--- src/rtl/ppb_pkg.sv ---
package ppb_pkg;
  typedef enum logic [1:0] {
    IN_IDLE,
    IN_SEND,
    IN_WAIT,
    IN_DONE
  } in_state_e;

  typedef enum logic [1:0] {
    OUT_IDLE,
    OUT_SETUP,
    OUT_SHOW,
    OUT_ACK
  } out_state_e;
endpackage

--- src/rtl/ppb_sync.sv ---
module ppb_sync #(
  parameter int STAGES = 2
) (
  input  logic clk,
  input  logic rst_n,
  input  logic d,
  output logic q
);
  generate
    if (STAGES == 0) begin : g_bypass
      assign q = d;
    end else begin : g_chain
      logic [STAGES-1:0] r;
      always_ff @(posedge clk) begin
        if (!rst_n) begin
          r <= '0;
        end else begin
          for (int i = STAGES - 1; i > 0; i--) r[i] <= r[i-1];
          r[0] <= d;
        end
      end
      assign q = r[STAGES-1];
    end
  endgenerate
endmodule

--- src/rtl/ppb_in_side.sv ---
module ppb_in_side
  import ppb_pkg::*;
#(
  parameter int DATA_W      = 8,
  parameter int SYNC_STAGES = 2
) (
  input  logic              clk,
  input  logic              rst_n,
  input  logic [DATA_W-1:0] pin_data_i,
  input  logic              pin_valid_i,
  output logic              pin_ack_o,
  output logic [DATA_W-1:0] tx_data_o,
  output logic              tx_valid_o,
  input  logic              tx_ready_i,
  input  logic              link_ack_i
);
  logic              v_sync;
  logic              v_prev;
  logic              v_rise;
  in_state_e         st, st_n;
  logic [DATA_W-1:0] hold_q;

  ppb_sync #(.STAGES(SYNC_STAGES)) u_vsync (
    .clk(clk), .rst_n(rst_n), .d(pin_valid_i), .q(v_sync)
  );

  assign v_rise = v_sync && !v_prev;

  always_comb begin
    st_n = st;
    unique case (st)
      IN_IDLE: if (v_rise)      st_n = IN_SEND;
      IN_SEND: if (tx_ready_i)  st_n = IN_WAIT;
      IN_WAIT: if (link_ack_i)  st_n = IN_DONE;
      IN_DONE: if (!v_sync)     st_n = IN_IDLE;
      default:                  st_n = IN_IDLE;
    endcase
  end

  always_ff @(posedge clk) begin
    if (!rst_n) begin
      st     <= IN_IDLE;
      v_prev <= 1'b0;
      hold_q <= '0;
    end else begin
      st     <= st_n;
      v_prev <= v_sync;
      if (st == IN_IDLE && v_rise) hold_q <= pin_data_i;
    end
  end

  assign tx_valid_o = (st == IN_SEND);
  assign tx_data_o  = hold_q;
  assign pin_ack_o  = (st == IN_DONE);

  assert_tx_hold_R1: assert property (@(posedge clk) disable iff (!rst_n)
    tx_valid_o && !tx_ready_i |=> tx_valid_o && $stable(tx_data_o));

  assert_ack_after_link_R2: assert property (@(posedge clk) disable iff (!rst_n)
    $rose(pin_ack_o) |-> $past(link_ack_i));

  assert_ack_drop_R3: assert property (@(posedge clk) disable iff (!rst_n)
    $fell(pin_ack_o) |-> !$past(v_sync));

  assert_no_offer_during_ack_R3: assert property (@(posedge clk) disable iff (!rst_n)
    pin_ack_o |-> !tx_valid_o);
endmodule

--- src/rtl/ppb_out_side.sv ---
module ppb_out_side
  import ppb_pkg::*;
#(
  parameter int DATA_W      = 8,
  parameter int SYNC_STAGES = 2
) (
  input  logic              clk,
  input  logic              rst_n,
  input  logic [DATA_W-1:0] rx_data_i,
  input  logic              rx_valid_i,
  output logic              rx_ready_o,
  output logic [DATA_W-1:0] out_data_o,
  output logic              out_valid_o,
  input  logic              out_ack_i,
  output logic              ack_valid_o,
  input  logic              ack_ready_i
);
  logic              a_sync;
  logic              a_prev;
  logic              a_rise;
  out_state_e        st, st_n;
  logic [DATA_W-1:0] data_q;

  ppb_sync #(.STAGES(SYNC_STAGES)) u_async (
    .clk(clk), .rst_n(rst_n), .d(out_ack_i), .q(a_sync)
  );

  assign a_rise = a_sync && !a_prev;

  always_comb begin
    st_n = st;
    unique case (st)
      OUT_IDLE:  if (rx_valid_i)  st_n = OUT_SETUP;
      OUT_SETUP:                  st_n = OUT_SHOW;
      OUT_SHOW:  if (a_rise)      st_n = OUT_ACK;
      OUT_ACK:   if (ack_ready_i) st_n = OUT_IDLE;
      default:                    st_n = OUT_IDLE;
    endcase
  end

  always_ff @(posedge clk) begin
    if (!rst_n) begin
      st     <= OUT_IDLE;
      a_prev <= 1'b0;
      data_q <= '0;
    end else begin
      st     <= st_n;
      a_prev <= a_sync;
      if (st == OUT_IDLE && rx_valid_i) data_q <= rx_data_i;
    end
  end

  assign rx_ready_o  = (st == OUT_IDLE);
  assign out_valid_o = (st == OUT_SHOW);
  assign ack_valid_o = (st == OUT_ACK);
  assign out_data_o  = data_q;

  assert_data_before_valid_R5: assert property (@(posedge clk) disable iff (!rst_n)
    $rose(out_valid_o) |-> $stable(out_data_o));

  assert_ack_on_drop_R6: assert property (@(posedge clk) disable iff (!rst_n)
    $fell(out_valid_o) |-> ack_valid_o);

  assert_ack_hold_R6: assert property (@(posedge clk) disable iff (!rst_n)
    ack_valid_o && !ack_ready_i |=> ack_valid_o);

  assert_data_keep_R7: assert property (@(posedge clk) disable iff (!rst_n)
    !(rx_valid_i && rx_ready_o) |=> $stable(out_data_o));

  assert_single_byte_R8: assert property (@(posedge clk) disable iff (!rst_n)
    (out_valid_o || ack_valid_o) |-> !rx_ready_o);
endmodule

--- src/rtl/ppb_bridge.sv ---
module ppb_bridge
  import ppb_pkg::*;
#(
  parameter int DATA_W      = 8,
  parameter int SYNC_STAGES = 2
) (
  input  logic              clk,
  input  logic              rst_n,
  input  logic [DATA_W-1:0] pin_data,
  input  logic              pin_valid,
  output logic              pin_ack,
  output logic [DATA_W-1:0] pout_data,
  output logic              pout_valid,
  input  logic              pout_ack,
  output logic [DATA_W-1:0] ltx_data,
  output logic              ltx_valid,
  input  logic              ltx_ready,
  input  logic              lack_rcvd,
  input  logic [DATA_W-1:0] lrx_data,
  input  logic              lrx_valid,
  output logic              lrx_ready,
  output logic              lack_send_valid,
  input  logic              lack_send_ready
);
  ppb_in_side #(.DATA_W(DATA_W), .SYNC_STAGES(SYNC_STAGES)) u_in (
    .clk(clk), .rst_n(rst_n),
    .pin_data_i(pin_data), .pin_valid_i(pin_valid), .pin_ack_o(pin_ack),
    .tx_data_o(ltx_data), .tx_valid_o(ltx_valid), .tx_ready_i(ltx_ready),
    .link_ack_i(lack_rcvd)
  );

  ppb_out_side #(.DATA_W(DATA_W), .SYNC_STAGES(SYNC_STAGES)) u_out (
    .clk(clk), .rst_n(rst_n),
    .rx_data_i(lrx_data), .rx_valid_i(lrx_valid), .rx_ready_o(lrx_ready),
    .out_data_o(pout_data), .out_valid_o(pout_valid), .out_ack_i(pout_ack),
    .ack_valid_o(lack_send_valid), .ack_ready_i(lack_send_ready)
  );

  assert_reset_quiet_R9: assert property (@(posedge clk)
    !rst_n |=> !pin_ack && !pout_valid && !ltx_valid && !lack_send_valid);
endmodule

--- config.mk ---
export PLATFORM = sky130hd
export DESIGN_NAME = ppb_bridge
export DESIGN_NICKNAME = d
export VERILOG_FILES = /design/src/rtl/ppb_pkg.sv /design/src/rtl/ppb_sync.sv /design/src/rtl/ppb_in_side.sv /design/src/rtl/ppb_out_side.sv /design/src/rtl/ppb_bridge.sv
export SDC_FILE = /design/constraint.sdc
export NUM_CORES = 1
export LEC_CHECK = 0
export CORE_UTILIZATION = 64
export DETAILED_ROUTE_END_ITERATION = 7
export DONT_BUFFER_PORTS = 1
export GPL_ROUTABILITY_DRIVEN = 0
export HOLD_SLACK_MARGIN = 0.03
export PLACE_DENSITY_LB_ADDON = 0.3
export SYNTH_ARGS = -nofsm -noshare
export SYNTH_HDL_FRONTEND = slang
export SYNTH_SLANG_ARGS = --single-unit
export TNS_END_PERCENT = 1
--- constraint.sdc ---
create_clock -name clk -period 4.7 [get_ports clk]
set_clock_uncertainty 0.2 [all_clocks]
set_input_delay 0.94 -clock clk [delete_from_list [all_inputs] [get_ports clk]]
set_output_delay 0.94 -clock clk [all_outputs]
set_load 0.005 [all_outputs]
==> results.ini, run 1 <==
[sta]
setup_violations = 0
tns_ns = 0
fmax_mhz = 436
rsz0062_at_grt = false
max_slew_margin = 0.599
maxSlewViolCount = 0
period_share = 0.488
hold_viol_final = 0
tightest_slew_ns = 0.601
min_period_ns = 2.29

[die]
initial_core_util = 0.693
die_w_um = 42.4
coreArea_um2 = 1510
ios = 45
die_h_um = 42.4
rows = 14
dieArea_um2 = 1800

[drt]
drc = 0
vias = 721
viasPerCell = 5.81
wire_per_inst_um = 13.4
dr.first_iter.drc_count = 7
dr.pass1.iters = 6
final_antenna_net_count = 0
wirelength_um = 1660

[cells_and_area]
syn_to_final_growth_pct = 1.44
mostFrequentLayoutCells = dfxtp_1 (26), nor2_1 (12), nand3_1 (9), nand2_1 (9), mux2i_1 (9)
drive_above_1_share = 0.0463
multi_input_area_um2 = 469
diodes = 0
final_common_cell = dfxtp_1
fillCellCount = 132
seqCellArea_um2 = 520
final_nets = 141
fin_util = 0.703

[cts]
h-tree-depth = 1
cts_tree = built
root_buffer = clkbuf_4
clkTransAtPathRegs_ns = 0.12
ctsHoldBuffers = 0
cts_buffers = 3
cts_setup_buffers = 0
cts.path.max_buffers = 2
post_cts_resized = 0
clock-sinks = 26
clk_latency_ns = 0.30

[placement]
io_buffers = 0
hpwl_um = 1280

[logic_synthesis]
synth_seq_area_share = 0.499
syn_inst = 110
syn-num-nets = 141
synth_edf_count = 0
synth_area_um2 = 1040
async_flop_share = 0
synth_cell_type_count = 22
ys_ff_latch = 26
syn_avg_cell_area_um2 = 9.49
ys_warn_count = 0
synth_ff_type = dfxtp_1

[global_route]
grt_pass1_vias = 654
grt_pass1_wl_um = 2660
gr-usage-all-layers = 0.201
grt_max_degree = 21
grt-ovfl-total = 0
grt_antenna_before_repair = 0

[setup_path]
critPathCaptureType = output port
endpoint = lrx_ready
r2r-end = u_out.st[1]$_SDFFE_PN0P_
required_ns = 3.56
critPathArrivalTime_ns = 1.15
r2r_slack_ns = 2.74
rr_startpoint = u_out.st[0]$_SDFFE_PN0P_
cp-start-kind = register
startpoint = u_out.st[0]$_SDFFE_PN0P_
rr_worst_depth = 5
cp_slowest_cell = ha_1
critical_path_class = reg -> out
crit_fanout = 12
cpPeakStageDelay_ns = 0.41
worstPathCellList = inv_1 -> ha_1

[power]
powerDensity_nw_per_um2 = 484
max-vdd-ir-drop_v = 0.000264
p_total_uw = 512
p_leak_nw = 0.478

[job]
maxCapViolations = 0

[status]
status = finished, final reports clean

[worst_hold_path]
hp-class = reg -> reg

cells in the mapped netlist, drive strengths merged, types with 2 or more instances:
cell,instances,area (um^2)
a21oi,8,40.0
nand3,9,45.0
nand2b,2,12.5
nor2,12,45.0
mux2i,9,90.1
inv,7,26.3
nand2,9,33.8
clkbuf,3,11.3
ha,7,87.6
buf,2,16.3
nor2b,2,12.5
dfxtp,26,521
and2,7,43.8
metal layers:
metal  wire, um  share of wire  GRT usage
met5          0              0          0
met4         14         0.0084      0.119
met3        109          0.066     0.0560
met2        901           0.54      0.366
met1        638           0.38      0.199
power by group:
part	leakage (nW)	internal (mW)	total [mW]	switching (mW)
sequential	0.213	0.252	0.276	0.0239
clock	0.0138	0.0299	0.0878	0.0579
combinational	0.251	0.0612	0.148	0.0871
total	0.478	0.343	0.512	0.169
worst min-delay path by stage:
stage	to	cells past startpoint	slack, ns	start
finish	u_in.u_vsync.g_chain.r[1]$_SDFF_PN0_	1	0.25	u_in.u_vsync.g_chain.r[0]$_SDFF_PN0_
global route	u_in.u_vsync.g_chain.r[1]$_SDFF_PN0_	1	0.26	u_in.u_vsync.g_chain.r[0]$_SDFF_PN0_
CTS	u_in.u_vsync.g_chain.r[1]$_SDFF_PN0_	1	0.25	u_in.u_vsync.g_chain.r[0]$_SDFF_PN0_
detailed placement	u_in.u_vsync.g_chain.r[1]$_SDFF_PN0_	1	0.22	u_in.u_vsync.g_chain.r[0]$_SDFF_PN0_
global placement	u_in.u_vsync.g_chain.r[1]$_SDFF_PN0_	1	0.21	u_in.u_vsync.g_chain.r[0]$_SDFF_PN0_
floorplan	u_in.u_vsync.g_chain.r[1]$_SDFF_PN0_	1	0.21	u_in.u_vsync.g_chain.r[0]$_SDFF_PN0_
logic make-up (layout without fill, tap and decap cells):
| logic type | Yosys count | in the layout | synth area share |
|---|---|---|---|
| simple gates | 44 | 44 | 0.203 |
| flops | 26 | 26 | 0.499 |
| compound gates | 12 | 12 | 0.0767 |
| buf+inv | 12 | 10 | 0.0515 |
| mux | 9 | 9 | 0.0863 |
| fa+ha+maj | 7 | 7 | 0.0839 |
final cells by class:
cell class                 count  share of cell area
tap                           16              0.0189
inverter                       7              0.0248
clock buffer                   3              0.0213
sequential                    26               0.492
multi-input combinational     72               0.443
critical path, delay by kind of cell (launching register included):
family                     cells  cell delay (ns)
adders and majority gates      1             0.41
DFF                            1             0.35
buffers and inverters          1             0.08
flip-flops by register name, summed over array words and instances, names as in the netlist:
register and flops:
u_out.st 2, u_in.u_vsync.g_chain.r 2, u_out.a_prev 1, u_in.tx_data_o 8, u_out.u_async.g_chain.r 2, u_in.v_prev 1, u_in.st 2, u_out.out_data_o 8
through the flow:
step | instance area, um^2 | hold WS, ns | worst slack, ns | std cells
after floorplan | 1040 | 0.212 | 2.57 | 110
after global placement | 1040 | 0.214 | 2.66 | 121
after detailed placement | 1040 | 0.221 | 2.62 | 121
after CTS | 1060 | 0.251 | 2.39 | 124
after global routing | 1060 | 0.263 | 2.34 | 124
final | 1060 | 0.247 | 2.41 | 124
Power figures use the tool's default switching activity.
==> run 2: changes to the inputs <==
--- a/config.mk
+++ b/config.mk
@@ -5,7 +5,8 @@
 export SDC_FILE = /design/constraint.sdc
 export NUM_CORES = 1
 export LEC_CHECK = 0
-export CORE_UTILIZATION = 64
+export CORE_ASPECT_RATIO = 0.7
+export CORE_UTILIZATION = 53
 export DETAILED_ROUTE_END_ITERATION = 7
 export DONT_BUFFER_PORTS = 1
 export GPL_ROUTABILITY_DRIVEN = 0
==> constraint.sdc (replaced) <==
create_clock -name clk -period 2.05 [get_ports clk]
set_clock_uncertainty 0.2 [all_clocks]
set_input_delay 0.41 -clock clk [delete_from_list [all_inputs] [get_ports clk]]
set_output_delay 0.41 -clock clk [all_outputs]
set_load 0.005 [all_outputs]
==> run 2 against run 1 <==
Design area rose by 13%. Register-to-register slack got worse by 2.5 ns. Critical endpoint is now u_out.st[0]$_SDFFE_PN0P_. Cell count rose by 15%.
==> results.ini, run 2 (synthesized netlist as in run 1, its figures left out) <==
[die]
rows = 13
initial_core_util = 0.563
ios = 45
die_w_um = 55.0
coreArea_um2 = 1850
dieArea_um2 = 2150
die_h_um = 39.1

[sta]
max_slew_margin = 0.592
maxSlewViolCount = 0
period_share = 0.894
setup_violations = 0
whs_ns = 0.0454
fmax_mhz = 546
tightest_slew_ns = 0.612
hold_viol_final = 0
rsz0062_at_grt = false
min_period_ns = 1.83
tns_ns = 0

[setup_path]
cp-start-kind = register
startpoint = u_out.st[0]$_SDFFE_PN0P_
rr_worst_depth = 5
crit_fanout = 3
critical_path_class = reg -> reg
rr_startpoint = u_out.st[0]$_SDFFE_PN0P_
required_ns = 2.06
critPathCaptureType = register
critPathArrivalTime_ns = 1.84
r2r-end = u_out.st[0]$_SDFFE_PN0P_
endpoint = u_out.st[0]$_SDFFE_PN0P_
r2r_slack_ns = 0.22

[job]
maxCapViolations = 0

[cts]
clkTransAtPathRegs_ns = 0.12
h-tree-depth = 1
cts_buffers = 3
root_buffer = clkbuf_4
clock-sinks = 26
clk_latency_ns = 0.30
cts.path.max_buffers = 2
cts_tree = built

[cells_and_area]
mostFrequentLayoutCells = dfxtp_1 (26), nor2_1 (12), dlygate4sd3_1 (12)
drive_above_1_share = 0.0496
syn_to_final_growth_pct = 14.4
final_nets = 154
design_area_um2 = 1190
layout.cells.non_filler = 143
fin_util = 0.644
fillCellCount = 159
diodes = 0
final_common_cell = dfxtp_1

[worst_hold_path]
holdPathStages = 2
hp-class = in -> reg

[global_route]
grt_pass1_wl_um = 2510
grt_antenna_before_repair = 0
grt_max_degree = 21
grt-ovfl-total = 0
gr-usage-all-layers = 0.174
grt_pass1_vias = 637

[drt]
viasPerCell = 5.49
wirelength_um = 1800
final_antenna_net_count = 0
dr.pass1.iters = 4
vias = 785
wire_per_inst_um = 12.6
dr.first_iter.drc_count = 11
drc = 0

[power]
powerDensity_nw_per_um2 = 1010
max-vdd-ir-drop_v = 0.000691
p_leak_nw = 0.534

[placement]
io_buffers = 0
hpwl_um = 1230
dp.cells = 128
placed_area_um2 = 1050

[status]
status = finished, final reports clean

run 2: cell type report:
class / count / area, um^2 / area share
flip-flops and latches: 26 / 520 / 0.436
well taps: 22 / 27.5 / 0.0231
repair buffers: 13 / 128 / 0.107
inverters: 7 / 26.3 / 0.0220
clock buffers: 3 / 22.5 / 0.0189
multi-input cells: 72 / 469 / 0.393
run 2: where the power goes:
part / total [mW] / internal (mW) / leakage (nW) / switching [mW]
sequential: 0.632 / 0.578 / 0.213 / 0.0542
combinational: 0.382 / 0.168 / 0.307 / 0.214
clock: 0.193 / 0.0685 / 0.0138 / 0.124
run 2: critical path, stage by stage, from the launching register on:
cell	delay, ns
dfxtp_1	0.37
inv_1	0.07
ha_1	0.24
a222oi_1	0.51
nor2_1	0.10
a211oi_1	0.26
run 2: stage by stage:
stage / total power, mW / setup WS, ns
global route: 1.32 / 0.0877
CTS: 1.22 / 0.218
detailed placement: 1.01 / 0.254
floorplan: 0.928 / 0.386
global placement: 0.985 / 0.328
finish: 1.21 / 0.218
run 2: worst min-delay path by stage:
stage,from,end,slack [ns]
6_report,lrx_data[0],u_out.out_data_o[0]$_SDFFE_PN0P_,0.05
5_1_grt,lrx_data[0],u_out.out_data_o[0]$_SDFFE_PN0P_,0.03
4_1_cts,lrx_data[0],u_out.out_data_o[0]$_SDFFE_PN0P_,0.03
3_5_place_dp,u_in.u_vsync.g_chain.r[0]$_SDFF_PN0_,u_in.u_vsync.g_chain.r[1]$_SDFF_PN0_,0.22
3_3_place_gp,u_in.u_vsync.g_chain.r[0]$_SDFF_PN0_,u_in.u_vsync.g_chain.r[1]$_SDFF_PN0_,0.22
2_1_floorplan,u_in.u_vsync.g_chain.r[0]$_SDFF_PN0_,u_in.u_vsync.g_chain.r[1]$_SDFF_PN0_,0.21
run 2: metal layers:
layer  vias to the layer above  wire (um)  GRT usage  part of all wire
li1                        389          -          -                 -
met1                       370        704      0.167              0.39
met2                        24        958      0.325              0.53
met3                         2        127     0.0941             0.071
met4                         0         10     0.0375            0.0056
met5                         -          0          0                 0
run 2: repair_timing:
action	in CTS	in global routing
buffers inserted	0	0
hold buffers	10	2
hold endpoints to repair	13	2
gates resized for setup	0	0
==> run 3: changes to the inputs <==
--- a/config.mk
+++ b/config.mk
@@ -5,13 +5,14 @@
 export SDC_FILE = /design/constraint.sdc
 export NUM_CORES = 1
 export LEC_CHECK = 0
+export ABC_AREA = 1
 export CORE_ASPECT_RATIO = 0.7
-export CORE_UTILIZATION = 53
+export CORE_UTILIZATION = 54
 export DETAILED_ROUTE_END_ITERATION = 7
 export DONT_BUFFER_PORTS = 1
 export GPL_ROUTABILITY_DRIVEN = 0
 export HOLD_SLACK_MARGIN = 0.03
-export PLACE_DENSITY_LB_ADDON = 0.3
+export PLACE_DENSITY = 0.72
 export SYNTH_ARGS = -nofsm -noshare
 export SYNTH_HDL_FRONTEND = slang
 export SYNTH_SLANG_ARGS = --single-unit
==> run 3 against run 2 <==
Design area shrank 2.4%. Largest power group unchanged. Count of clock-buffer cells in the layout grew 1. Area after synthesis grew 4.7%. Hold slack gained 0.0094 ns. Global-route usage grew 1.0 points. Flip-flop and latch count is the same. Fmax grew 3.2%. Routed wire length grew 6.7%.
==> results.ini, run 3 <==
[logic_synthesis]
synth_commonest_cells = nor2_1 (28), inv_1 (27), dfxtp_1 (26)
synth_ff_type = dfxtp_1
yosysTopAreaCell = dfxtp_1
ys_warn_count = 0
synth_area_um2 = 1090
synth_edf_count = 0
syn_inst = 144
syn-num-nets = 175
synth_seq_area_share = 0.477
async_flop_share = 0
synth_cell_type_count = 16
synthTopCellsByArea = dfxtp_1 (48%), nor2_1 (9.6%), inv_1 (9.3%)
syn_avg_cell_area_um2 = 7.59
synthDominantCellAreaShare = 0.477
synthMostInstantiatedCell = nor2_1
ys_ff_latch = 26

[status]
status = finished, final reports clean

[global_route]
grt_pass1_vias = 686
grt_pass1_wl_um = 2920
grt-ovfl-total = 0
grt_antenna_before_repair = 0
grt_max_degree = 26
gr-usage-all-layers = 0.184

[worst_hold_path]
hp-class = in -> reg

[cells_and_area]
fin_util = 0.617
diodes = 0
final_common_cell = nor2_1
drive_above_1_share = 0.0676
syn_to_final_growth_pct = 6.64
final_nets = 180
mostFrequentLayoutCells = nor2_1 (28), inv_1 (27), dfxtp_1 (26)
fillCellCount = 184

[drt]
wire_per_inst_um = 11.3
wirelength_um = 1920
drc = 0
final_antenna_net_count = 0
vias = 843
dr.first_iter.drc_count = 17
dr.pass1.iters = 4
viasPerCell = 4.96

[sta]
rsz0062_at_grt = false
whs_ns = 0.0549
fmax_mhz = 564
period_share = 0.865
min_period_ns = 1.77
hold_viol_final = 0
setup_violations = 0
tightest_slew_ns = 0.777
max_slew_margin = 0.480
maxSlewViolCount = 0
tns_ns = 0

[cts]
clock-sinks = 26
ctsHoldBuffers = 3
cts_tree = built
cts_setup_buffers = 0
h-tree-depth = 1
clk_latency_ns = 0.31
root_buffer = clkbuf_4
cts.path.max_buffers = 2
clkTransAtPathRegs_ns = 0.13
post_cts_resized = 0
cts_buffers = 3

[job]
maxCapViolations = 0

[die]
coreArea_um2 = 1890
die_w_um = 55.8
initial_core_util = 0.579
rows = 13
die_h_um = 39.6
dieArea_um2 = 2210
ios = 45

[power]
p_int_uw = 894
clkPwrFrac = 0.178
p_sw_frac = 0.364
p_leak_nw = 0.559
max-vdd-ir-drop_v = 0.000725
p_switching_uw = 512
pwr-share-seq = 0.484
pwr-share-comb = 0.339
powerDensity_nw_per_um2 = 1210

[setup_path]
cpPeakStageDelay_ns = 1.04
cp_slowest_cell = dlygate4sd3_1
crit_fanout = 25
critical_path_class = in -> reg
critPathCaptureType = register
worstPathCellList = dlygate4sd3_1 -> o21ai_0 -> a21oi_1
r2r_slack_ns = 0.46
critPathArrivalTime_ns = 1.83
cp-start-kind = primary input
required_ns = 2.11

[placement]
io_buffers = 0
hpwl_um = 1420

[run 3: path summary, 6_finish.rpt]
kind	start	end	cells past startpoint
worst max-delay path	rst_n	u_in.tx_data_o[1]$_SDFFE_PN0P_	3
worst min-delay path	lrx_data[2]	u_out.out_data_o[2]$_SDFFE_PN0P_	2
worst max register to register	u_in.st[0]$_SDFFE_PN0P_	u_in.tx_data_o[1]$_SDFFE_PN0P_	5
worst min register to register	u_in.u_vsync.g_chain.r[0]$_SDFF_PN0_	u_in.u_vsync.g_chain.r[1]$_SDFF_PN0_	2
[run 3: layer usage]
metal  up-vias  GRT usage  routed length, um
met5         -          0                  0
met4         0     0.0375                  6
met3         2      0.102                177
met2        28      0.322                898
met1       369      0.202                839
li1        444          -                  -
[run 3: stage by stage]
| step | instance area, um^2 | setup WS [ns] | power, mW | instances |
|---|---|---|---|---|
| 5_1_grt | 1160 | 0.167 | 1.54 | 170 |
| 3_5_place_dp | 1100 | 0.463 | 1.17 | 163 |
| 6_report | 1160 | 0.276 | 1.41 | 170 |
| 4_1_cts | 1160 | 0.283 | 1.43 | 170 |
| 2_1_floorplan | 1090 | 0.702 | 1.08 | 144 |
| 3_3_place_gp | 1100 | 0.584 | 1.14 | 163 |
[run 3: cell families after synthesis]
group,Yosys count,synth area share
adders and majority gates,7,0.0802
AOI/OAI and AO/OA,26,0.125
DFF,26,0.477
buffers and inverters,30,0.112
and+or+nand+nor,55,0.206
[run 3: area by class of cell]
class,count,area (um^2),area share
Inverter,27,101,0.0870
Multi-Input combinational cell,88,449,0.386
Clock buffer,4,36.3,0.0311
Sequential cell,26,520,0.447
Tap cell,22,27.5,0.0236
Timing Repair Buffer,3,30.0,0.0258
[run 3: power groups by stage]
| stage | logic (mW) | registers (mW) | clock network, mW |
|---|---|---|---|
| 3_3_place_gp | 0.448 | 0.689 | 0 |
| 3_5_place_dp | 0.473 | 0.694 | 0 |
| 2_1_floorplan | 0.402 | 0.677 | 0 |
| 6_report | 0.476 | 0.680 | 0.250 |
| 4_1_cts | 0.485 | 0.682 | 0.259 |
| 5_1_grt | 0.566 | 0.697 | 0.279 |
[run 3: critical path: cells and delay by family]
| kind | cells | cell delay, ns |
|---|---|---|
| AOI/OAI and AO/OA | 2 | 0.38 |
| buffers and inverters | 1 | 1.04 |
